===== config.mk =====
export PLATFORM = sky130hd
export DESIGN_NAME = spb_mapper
export DESIGN_NICKNAME = d
export VERILOG_FILES = /design/src/rtl/spb_pkg.sv /design/src/rtl/spb_locate.sv /design/src/rtl/spb_burst.sv /design/src/rtl/spb_mapper.sv
export SDC_FILE = /design/constraint.sdc
export NUM_CORES = 1
export LEC_CHECK = 0
export BUFFER_PORTS_ARGS = -buffer_cell sky130_fd_sc_hd__buf_2
export CAP_MARGIN = 20
export CORE_ASPECT_RATIO = 1.4
export CORE_MARGIN = 10
export CORE_UTILIZATION = 35
export CTS_BUF_LIST = sky130_fd_sc_hd__clkbuf_16
export DETAILED_ROUTE_END_ITERATION = 10
export GPL_TIMING_DRIVEN = 0
export HOLD_SLACK_MARGIN = 0.05
export PLACE_DENSITY_LB_ADDON = 0.15
export SLEW_MARGIN = 20
export SYNTH_ARGS = -nofsm -noshare
export SYNTH_HDL_FRONTEND = slang
export SYNTH_SLANG_ARGS = --single-unit

===== constraint.sdc =====
create_clock -name clk -period 18.5 [get_ports clk]
set_clock_uncertainty 0.1 [all_clocks]
set_input_delay 0.925 -clock clk [delete_from_list [all_inputs] [get_ports clk]]
set_output_delay 0.925 -clock clk [all_outputs]
set_load 0.01 [all_outputs]

===== src/rtl/spb_pkg.sv =====
package spb_pkg;

    typedef enum logic {
        ST_IDLE,
        ST_BUSY
    } spb_state_e;

endpackage


===== src/rtl/spb_locate.sv =====
// Finds which spare window holds a spare offset, the offset inside it,
// and how many bytes of that window are still usable.
module spb_locate #(
    parameter int NUM_BUF   = 8,
    parameter int WIN_BYTES = 64,
    parameter int SPW       = 9,
    parameter int IDXW      = $clog2(NUM_BUF),
    parameter int LGW       = $clog2(IDXW + 1)
) (
    input  logic [SPW-1:0]  off,
    input  logic [SPW-1:0]  spare,
    input  logic [LGW-1:0]  lg,
    output logic [IDXW-1:0] idx,
    output logic [SPW-1:0]  in_off,
    output logic [SPW-1:0]  avail
);
    localparam int PW = SPW + IDXW;

    logic [SPW-1:0]         shifted;
    logic [SPW-1:0]         share;
    logic [IDXW-1:0]        last_idx;
    logic [NUM_BUF-1:1]     past_k;
    logic [SPW-1:0]         limit;

    assign shifted  = spare >> lg;
    assign share    = {shifted[SPW-1:1], 1'b0};
    assign last_idx = IDXW'((32'd1 << lg) - 32'd1);

    // one threshold comparator per window boundary
    for (genvar k = 1; k < NUM_BUF; k++) begin : g_thr
        assign past_k[k] = (IDXW'(k) <= last_idx) &&
                           (PW'(off) >= PW'(k) * PW'(share));
    end

    always_comb begin
        idx = '0;
        for (int i = 1; i < NUM_BUF; i++) begin
            if (past_k[i]) idx = IDXW'(i);
        end
    end

    assign in_off = off - SPW'(PW'(idx) * PW'(share));
    assign limit  = (idx == last_idx) ? SPW'(WIN_BYTES) : share;
    assign avail  = (in_off >= limit) ? '0 : (limit - in_off);

endmodule


===== src/rtl/spb_burst.sv =====
// Forms the buffer address and clipped length of one burst.
module spb_burst #(
    parameter int NUM_BUF    = 8,
    parameter int WIN_BYTES  = 64,
    parameter int SPARE_BASE = 'h1000,
    parameter int SPW        = 9,
    parameter int ADDR_W     = 13,
    parameter int IDXW       = $clog2(NUM_BUF),
    parameter int WINW       = $clog2(WIN_BYTES) + 1
) (
    input  logic [IDXW-1:0]   idx,
    input  logic [SPW-1:0]    in_off,
    input  logic [SPW-1:0]    avail,
    input  logic [SPW-1:0]    rem,
    output logic [ADDR_W-1:0] addr,
    output logic [WINW-1:0]   blen
);
    logic [SPW-1:0] smaller;

    assign smaller = (rem < avail) ? rem : avail;
    assign blen    = (smaller > SPW'(WIN_BYTES)) ? WINW'(WIN_BYTES) : WINW'(smaller);
    assign addr    = ADDR_W'(SPARE_BASE) + ADDR_W'(idx) * ADDR_W'(WIN_BYTES) + ADDR_W'(in_off);

endmodule


===== src/rtl/spb_mapper.sv =====
module spb_mapper #(
    parameter int NUM_BUF    = 8,
    parameter int WIN_BYTES  = 64,
    parameter int SPARE_BASE = 'h1000,
    parameter int OFS_W      = 8,
    parameter int ADDR_W     = 13,
    localparam int SPW       = OFS_W + 1,
    localparam int IDXW      = $clog2(NUM_BUF),
    localparam int LGW       = $clog2(IDXW + 1),
    localparam int WINW      = $clog2(WIN_BYTES) + 1
) (
    input  logic              clk,
    input  logic              rst_n,
    input  logic              req_valid,
    output logic              req_ready,
    input  logic [SPW-1:0]    req_offset,
    input  logic [SPW-1:0]    req_len,
    input  logic [LGW-1:0]    req_pg_lg,
    input  logic [SPW-1:0]    req_spare,
    output logic              burst_valid,
    input  logic              burst_ready,
    output logic [ADDR_W-1:0] burst_addr,
    output logic [WINW-1:0]   burst_len,
    output logic              done
);
    import spb_pkg::*;

    typedef struct packed {
        spb_state_e     st;
        logic [SPW-1:0] off;
        logic [SPW-1:0] rem;
        logic [SPW-1:0] spare;
        logic [LGW-1:0] lg;
        logic           done;
    } regs_t;

    regs_t r_q, r_d;

    logic [IDXW-1:0] cur_idx;
    logic [SPW-1:0]  cur_in_off;
    logic [SPW-1:0]  cur_avail;
    logic [WINW-1:0] cur_blen;
    logic            burst_fire;

    spb_locate #(
        .NUM_BUF  (NUM_BUF),
        .WIN_BYTES(WIN_BYTES),
        .SPW      (SPW),
        .IDXW     (IDXW),
        .LGW      (LGW)
    ) u_locate (
        .off   (r_q.off),
        .spare (r_q.spare),
        .lg    (r_q.lg),
        .idx   (cur_idx),
        .in_off(cur_in_off),
        .avail (cur_avail)
    );

    spb_burst #(
        .NUM_BUF   (NUM_BUF),
        .WIN_BYTES (WIN_BYTES),
        .SPARE_BASE(SPARE_BASE),
        .SPW       (SPW),
        .ADDR_W    (ADDR_W),
        .IDXW      (IDXW),
        .WINW      (WINW)
    ) u_burst (
        .idx   (cur_idx),
        .in_off(cur_in_off),
        .avail (cur_avail),
        .rem   (r_q.rem),
        .addr  (burst_addr),
        .blen  (cur_blen)
    );

    assign req_ready   = (r_q.st == ST_IDLE) && !r_q.done;
    assign burst_valid = (r_q.st == ST_BUSY) && (cur_blen != '0);
    assign burst_len   = cur_blen;
    assign done        = r_q.done;
    assign burst_fire  = burst_valid && burst_ready;

    always_comb begin
        r_d      = r_q;
        r_d.done = 1'b0;
        unique case (r_q.st)
            ST_IDLE: begin
                if (req_valid && req_ready) begin
                    r_d.off   = req_offset;
                    r_d.rem   = req_len;
                    r_d.spare = req_spare;
                    r_d.lg    = req_pg_lg;
                    if (req_len == '0) begin
                        r_d.done = 1'b1;
                    end else begin
                        r_d.st = ST_BUSY;
                    end
                end
            end
            ST_BUSY: begin
                if (cur_blen == '0) begin
                    // nothing addressable is left: close the request
                    r_d.st   = ST_IDLE;
                    r_d.done = 1'b1;
                end else if (burst_fire) begin
                    r_d.off = r_q.off + SPW'(cur_blen);
                    r_d.rem = r_q.rem - SPW'(cur_blen);
                    if (r_q.rem == SPW'(cur_blen)) begin
                        r_d.st   = ST_IDLE;
                        r_d.done = 1'b1;
                    end
                end
            end
            default: r_d.st = ST_IDLE;
        endcase
    end

    always_ff @(posedge clk) begin
        if (!rst_n) begin
            r_q <= '{st: ST_IDLE, off: '0, rem: '0, spare: '0, lg: '0, done: 1'b0};
        end else begin
            r_q <= r_d;
        end
    end

endmodule


* Word level (Yosys, flattened, before mapping) *
Index checks and enable logic that the tools add are counted.
Widths: inputs -> output; s select.

word-level totals
  register bits = 31
  bits in latches = 0
  memory bits (writable) = 0
  ROM bits = 0
  bits of input ports = 33
  output and inout port bits = 23
  word-level logic and storage cells = 83
  memories = 0

operators by class
  add/sub/neg operators = 7
  multiply operators = 5
  divide/modulo/power cells = 0
  order comparisons = 17
  eq/ne operators = 5
  shifts and indexed selects = 2
  multiplexer cells = 23
  bitwise logic cells = 1
  reduce and logical (&&, ||, !) cells = 17

operator list
  operator               number
  $pmux 19 s2            1
  $ge 9x12->1            3
  $mux 31                1
  $mux 9                 3
  $ge 9x11->1            2
  $mul 3x8->11 const A   2
  $mul 2x8->10 const A   2
  $mux 19                1
  $ge 9x9->1             2
  $mux 18                1
  $sub 9x9->9            2
  $add 13x9->13          1
  $add 13x9->13 const A  1
  $le 3x3->1 const A     4
  $mux 3                 4
  $logic_and 1x1->1      11
  $ge 9x10->1            1
  $add 9x7->9            1
  $eq 9x7->1             1
  $gt 9x7->1 const B     1
  $logic_not 9->1        1
  $lt 9x9->1             1
  $shr 9x2->9            1
  $sub 9x7->9            1
  other kinds (18)       28

* Longest topological paths before layout *
  depth after elaboration = 25
  depth in mapped cells = 60
  depth with buffers taken out = 58

* Cells and area by module *
Synthesis repeated with hierarchy kept, for this count alone.

unflattened totals
  cells, all modules = 781
  area, all modules = 6,142.1 µm²

modules (own cells, without submodules)
  module      times used  cells each  area an instance (µm²)
  spb_locate  1           451         3,580.9
  spb_mapper  1           257         2,037.0
  spb_burst   1           73          524.3

* Worst setup path after synthesis *
No wires, ideal clock.

  path type = register to register
  start = register r_q[1] (netlist bit)
  end = register r_q[29] (netlist bit)
  setup time = 87 ps
  arrival = 12,476 ps
  required time = 18,313 ps
  setup slack = 5,837 ps
  stages on the path, launching flop included = 57
  path buffers = 2
  period minus slack after synthesis = 12,663 ps
  path through = dfxtp_1 buf_1 mux2_2 o21ai_0 inv_1 ha_1 ha_1 fa_1 a21oi_1 o21bai_1 xnor2_1 ha_1 nor2_1 nor4_1 o21ai_0 or2_2 o311a_1 a211o_1 (+21 left out) ha_1 or2_2 a31o_2 a211oi_4 a21oi_2 o21a_1 nor3_1 or2_2 inv_1 fa_1 a21o_1 a21o_1 a21o_1 a21oi_1 nor2b_1 o21ai_0 a21oi_1 o31ai_1

between the ends
  word-level cells in the longest chain between the ends = 24
  elaborated cells on any way between the ends = 57
  those cells by class = add/sub (4); mul (5); order compare (17); eq/ne (3); shift (2); mux (14); reduce/logical (12)

RTL lines
  element                                               line               source
  start, declared                                       spb_mapper.sv:37   regs_t r_q, r_d;
  start signal, assigned                                spb_mapper.sv:120  r_q <= '{st: ST_IDLE, off: '0, rem: '0, spare: '0, lg: '0, done: 1'b0};
  start signal, assigned                                spb_mapper.sv:122  r_q <= r_d;
  branches (longest 14 deep; another with $ge 9x11->1)  -
  $mux 9 *                                              spb_locate.sv:44   assign avail = (in_off >= limit) ? '0 : (limit - in_off);
  $lt 9x9->1                                            spb_burst.sv:20    assign smaller = (rem < avail) ? rem : avail;
  $mux 9 *                                              spb_burst.sv:20
  $gt 9x7->1                                            spb_burst.sv:21    assign blen = (smaller > SPW'(WIN_BYTES)) ? WINW'(WIN_BYTES) : WINW'(smaller);
  $mux 7 *                                              spb_burst.sv:21
  via burst_len[1]                                      spb_mapper.sv:23   output logic [WINW-1:0] burst_len,
  branches (longest 5 deep; another with $add 9x7->9)   -

Mark *: on every way through the listed nets, which the timed path passes. The select of a mux whose other input is x is not followed.
A chain may end at the register's enable or synchronous reset.

* Worst setup path after layout *
  start = register r_q[1] (netlist bit)
  end = register r_q[29] (netlist bit)

between the ends
  word-level cells in the longest chain between the ends = 24
  elaborated cells on any way between the ends = 57
  those cells by class = add/sub (4); mul (5); order compare (17); eq/ne (3); shift (2); mux (14); reduce/logical (12)

RTL lines
  element                                               line
  branches (longest 14 deep; another with $ge 9x11->1)  -
  $mux 9 *                                              spb_locate.sv:44
  $lt 9x9->1                                            spb_burst.sv:20
  $mux 9 *                                              spb_burst.sv:20
  $gt 9x7->1                                            spb_burst.sv:21
  $mux 7 *                                              spb_burst.sv:21
  branches (longest 5 deep; another with $add 9x7->9)   -

Every way passes the cells marked *. The select of a mux whose other input is x is not followed.

==> results.sh <==
export IMPL_outcome="finished clean"
export IMPL_synth_area_leaders="ha_1 25%, dfxtp_1 10%, fa_1 7.0%, a21oi_1 5.2%, nand2_1 4.8%"
export IMPL_die_h_um=175
export IMPL_syn_instance_count=783
export IMPL_vias=5717
export IMPL_insertion_delay_ns=0.28
export IMPL_area_growth_syn_to_layout_pct=11.1
export IMPL_yosysMostFrequentCell="ha_1"
export IMPL_setup_violations=0
export IMPL_finalHoldViolCount=0
export IMPL_cts_resized=0
export IMPL_setup_worst_path_end_class="flop"
export IMPL_reg2reg_from="r_q[1]$_SDFFE_PN0P_"
export IMPL_synth_seq_cells=30
export IMPL_dieWidth_um=131
export IMPL_pre_cts_slack_ns=3.61
export IMPL_drtPass1Iterations=5
export IMPL_synth_distinct_cells=73
export IMPL_ys_async_sr_fraction_pct=0
export IMPL_start_kind="flop"
export IMPL_coreArea_sq_um=16800
export IMPL_dpl_hpwl_mm=15.2
export IMPL_r2r_slack_ns=3.85
export IMPL_num_nets_final=1015
export IMPL_slew_headroom_pct=29.0
export IMPL_finalCritPeriodShare_pct=79.2
export IMPL_yosysSeqAreaShare_pct=10.0
export IMPL_synth_top_cell_area_share_pct=24.6
export IMPL_layout_min_cycle_time_ns=14.65
export IMPL_design_area_sq_um=6680
export IMPL_hold_buffers=0
export IMPL_reg2reg_to="r_q[29]$_SDFFE_PN0P_"
export IMPL_gp_congestion=0.898
export IMPL_hold_slack_ns=0.370
export IMPL_path_clk_slew_ns=0.06
export IMPL_ys_warn_count=0
export IMPL_place_area_sq_um=6530
export IMPL_cp_arrival_ns=14.71
export IMPL_rsz0062_at_grt="no"
export IMPL_finalMaxSlewViolations=0
export IMPL_clock_sinks=30
export IMPL_fin_ws_ns=3.85
export IMPL_postRouteAntennaNets=0
export IMPL_io_pins=56
export IMPL_tightest_slew_ns=1.05
export IMPL_clk_path_buf_depth=2
export IMPL_clock_fmax_mhz=68.2
export IMPL_rows=56
export IMPL_ys_flop_type="dfxtp_1"
export IMPL_io_buffer_count=50
export IMPL_crit_fanout=10
export IMPL_drt_total_wl_mm=18.3
export IMPL_gr_total_overflow=0
export IMPL_first_global_vias=5902
export IMPL_rr_worst_depth=58
export IMPL_cts_buffers=5
export IMPL_grt_use_total_pct=16.2
export IMPL_synth_edf_count=0
export IMPL_netlist_area_sq_um=6010
export IMPL_grt_max_degree=14
export IMPL_wire_per_inst_um=17.4
export IMPL_cts_tree="built"
export IMPL_grt_pass1_wl_mm=30.0
export IMPL_crit_slowest_cell="o21ai_0"
export IMPL_yosysTopAreaCell="ha_1"
export IMPL_critPathRequiredTime_ns=18.55
export IMPL_synth_common_cells="118 x ha_1, 77 x nand2_1, 63 x inv_1"
export IMPL_critPathMaxStageDelay_ns=0.82
export IMPL_finalSetupTns_ns=0
export IMPL_max_cap_violations=0
export IMPL_cts_root_buf="clkbuf_16"
export IMPL_critPathKind="reg -> reg"
export IMPL_antenna_found_initial=0
export IMPL_fp_dieArea_sq_um=22900
export IMPL_syn_area_per_cell_sq_um=7.67
export IMPL_critPathCapture="r_q[29]$_SDFFE_PN0P_"
export IMPL_htreeDepth=2
export IMPL_cp_startpoint="r_q[1]$_SDFFE_PN0P_"
export IMPL_post_cts_buffers=0
export IMPL_via_per_inst=5.46
export IMPL_start_util_pct=35.7
export IMPL_drt_iter0_drc=202
export IMPL_hold_class="reg -> reg"
export IMPL_drcViolationCount=0
export IMPL_diodes=0
export IMPL_drive_gt1_share_pct=10.8
==> routing by layer <==
layer | global-route usage (%) | up-vias | share of wire [%]
met5 | 0 | - | 0
met4 | 4.46 | 0 | 2.5
met3 | 1.36 | 22 | 2.0
met2 | 32.1 | 80 | 55
met1 | 17.3 | 2670 | 40
li1 | - | 2945 | -
==> cells by family (layout without fill, tap and decap cells) <==
kind of cell,after synthesis,in the layout,share of synthesized area [%]
other,2,3,0.125
and+or+nand+nor,257,257,20.8
buffers and inverters,90,150,5.92
DFF,30,30,10.0
muxes,8,8,1.40
AOI/OAI and AO/OA,224,224,25.4
xor gates and xnor gates,33,33,4.81
adders and majority gates,139,139,31.6
==> worst min-delay path by stage <==
stage | startpoint | end | cells past startpoint
finish | r_q[4]$_SDFFE_PN0P_ | r_q[4]$_SDFFE_PN0P_ | 2
global route | r_q[4]$_SDFFE_PN0P_ | r_q[4]$_SDFFE_PN0P_ | 2
CTS | r_q[4]$_SDFFE_PN0P_ | r_q[4]$_SDFFE_PN0P_ | 2
detailed placement | r_q[4]$_SDFFE_PN0P_ | r_q[4]$_SDFFE_PN0P_ | 2
global placement | r_q[4]$_SDFFE_PN0P_ | r_q[4]$_SDFFE_PN0P_ | 2
floorplan | r_q[4]$_SDFFE_PN0P_ | r_q[4]$_SDFFE_PN0P_ | 2
==> state kept, by name, indices dropped and copies added (netlist names) <==
signal and flops:
r_q 29, done 1
==> layout by cell type (no fill, tap or decap), types with 7 or more instances in the layout <==
cell type  instances
nand3_1           19
a21o_1            26
xnor2_1           17
clkbuf_1          20
or2_2             13
nand2_1           77
buf_2             52
ha_1             118
nand2b_1          10
nor2_1            61
o21ai_0           33
a22oi_1           11
nor2b_1           15
o31ai_1            7
o21a_1            12
nand4_1           10
fa_1              21
a21oi_1           62
nor3_1            17
inv_1             63
a211oi_1           7
dfxtp_1           30
xor2_1            16
==> cell type report <==
class	instances	area, sq um
Tap cell	203	254
Timing Repair Buffer	52	267
Fill cell	1812	10100
Clock inverter	3	16.3
Buffer	27	119
Sequential cell	30	601
Clock buffer	5	125
Multi-Input combinational cell	664	5060
Inverter	63	236
==> metrics by stage <==
stage,util (%),cells
6_report,39.7,1047
5_1_grt,39.7,1047
4_1_cts,39.7,1046
3_5_place_dp,38.8,1038
3_3_place_gp,38.7,1037
2_1_floorplan,-,784
==> worst max-delay path: cells and delay by family, from the launching register on <==
family          cells  cell delay (ns)
buf+inv             8             1.64
compound gates     24             5.00
mux                 1             0.41
xor+xnor            3             0.48
flops               1             0.37
fa+ha+maj           9             3.72
simple gates       13             2.76
Power is left out: the tool's default activity adds up to more than one toggle a clock period on the data nets, which glitch-free logic cannot reach.
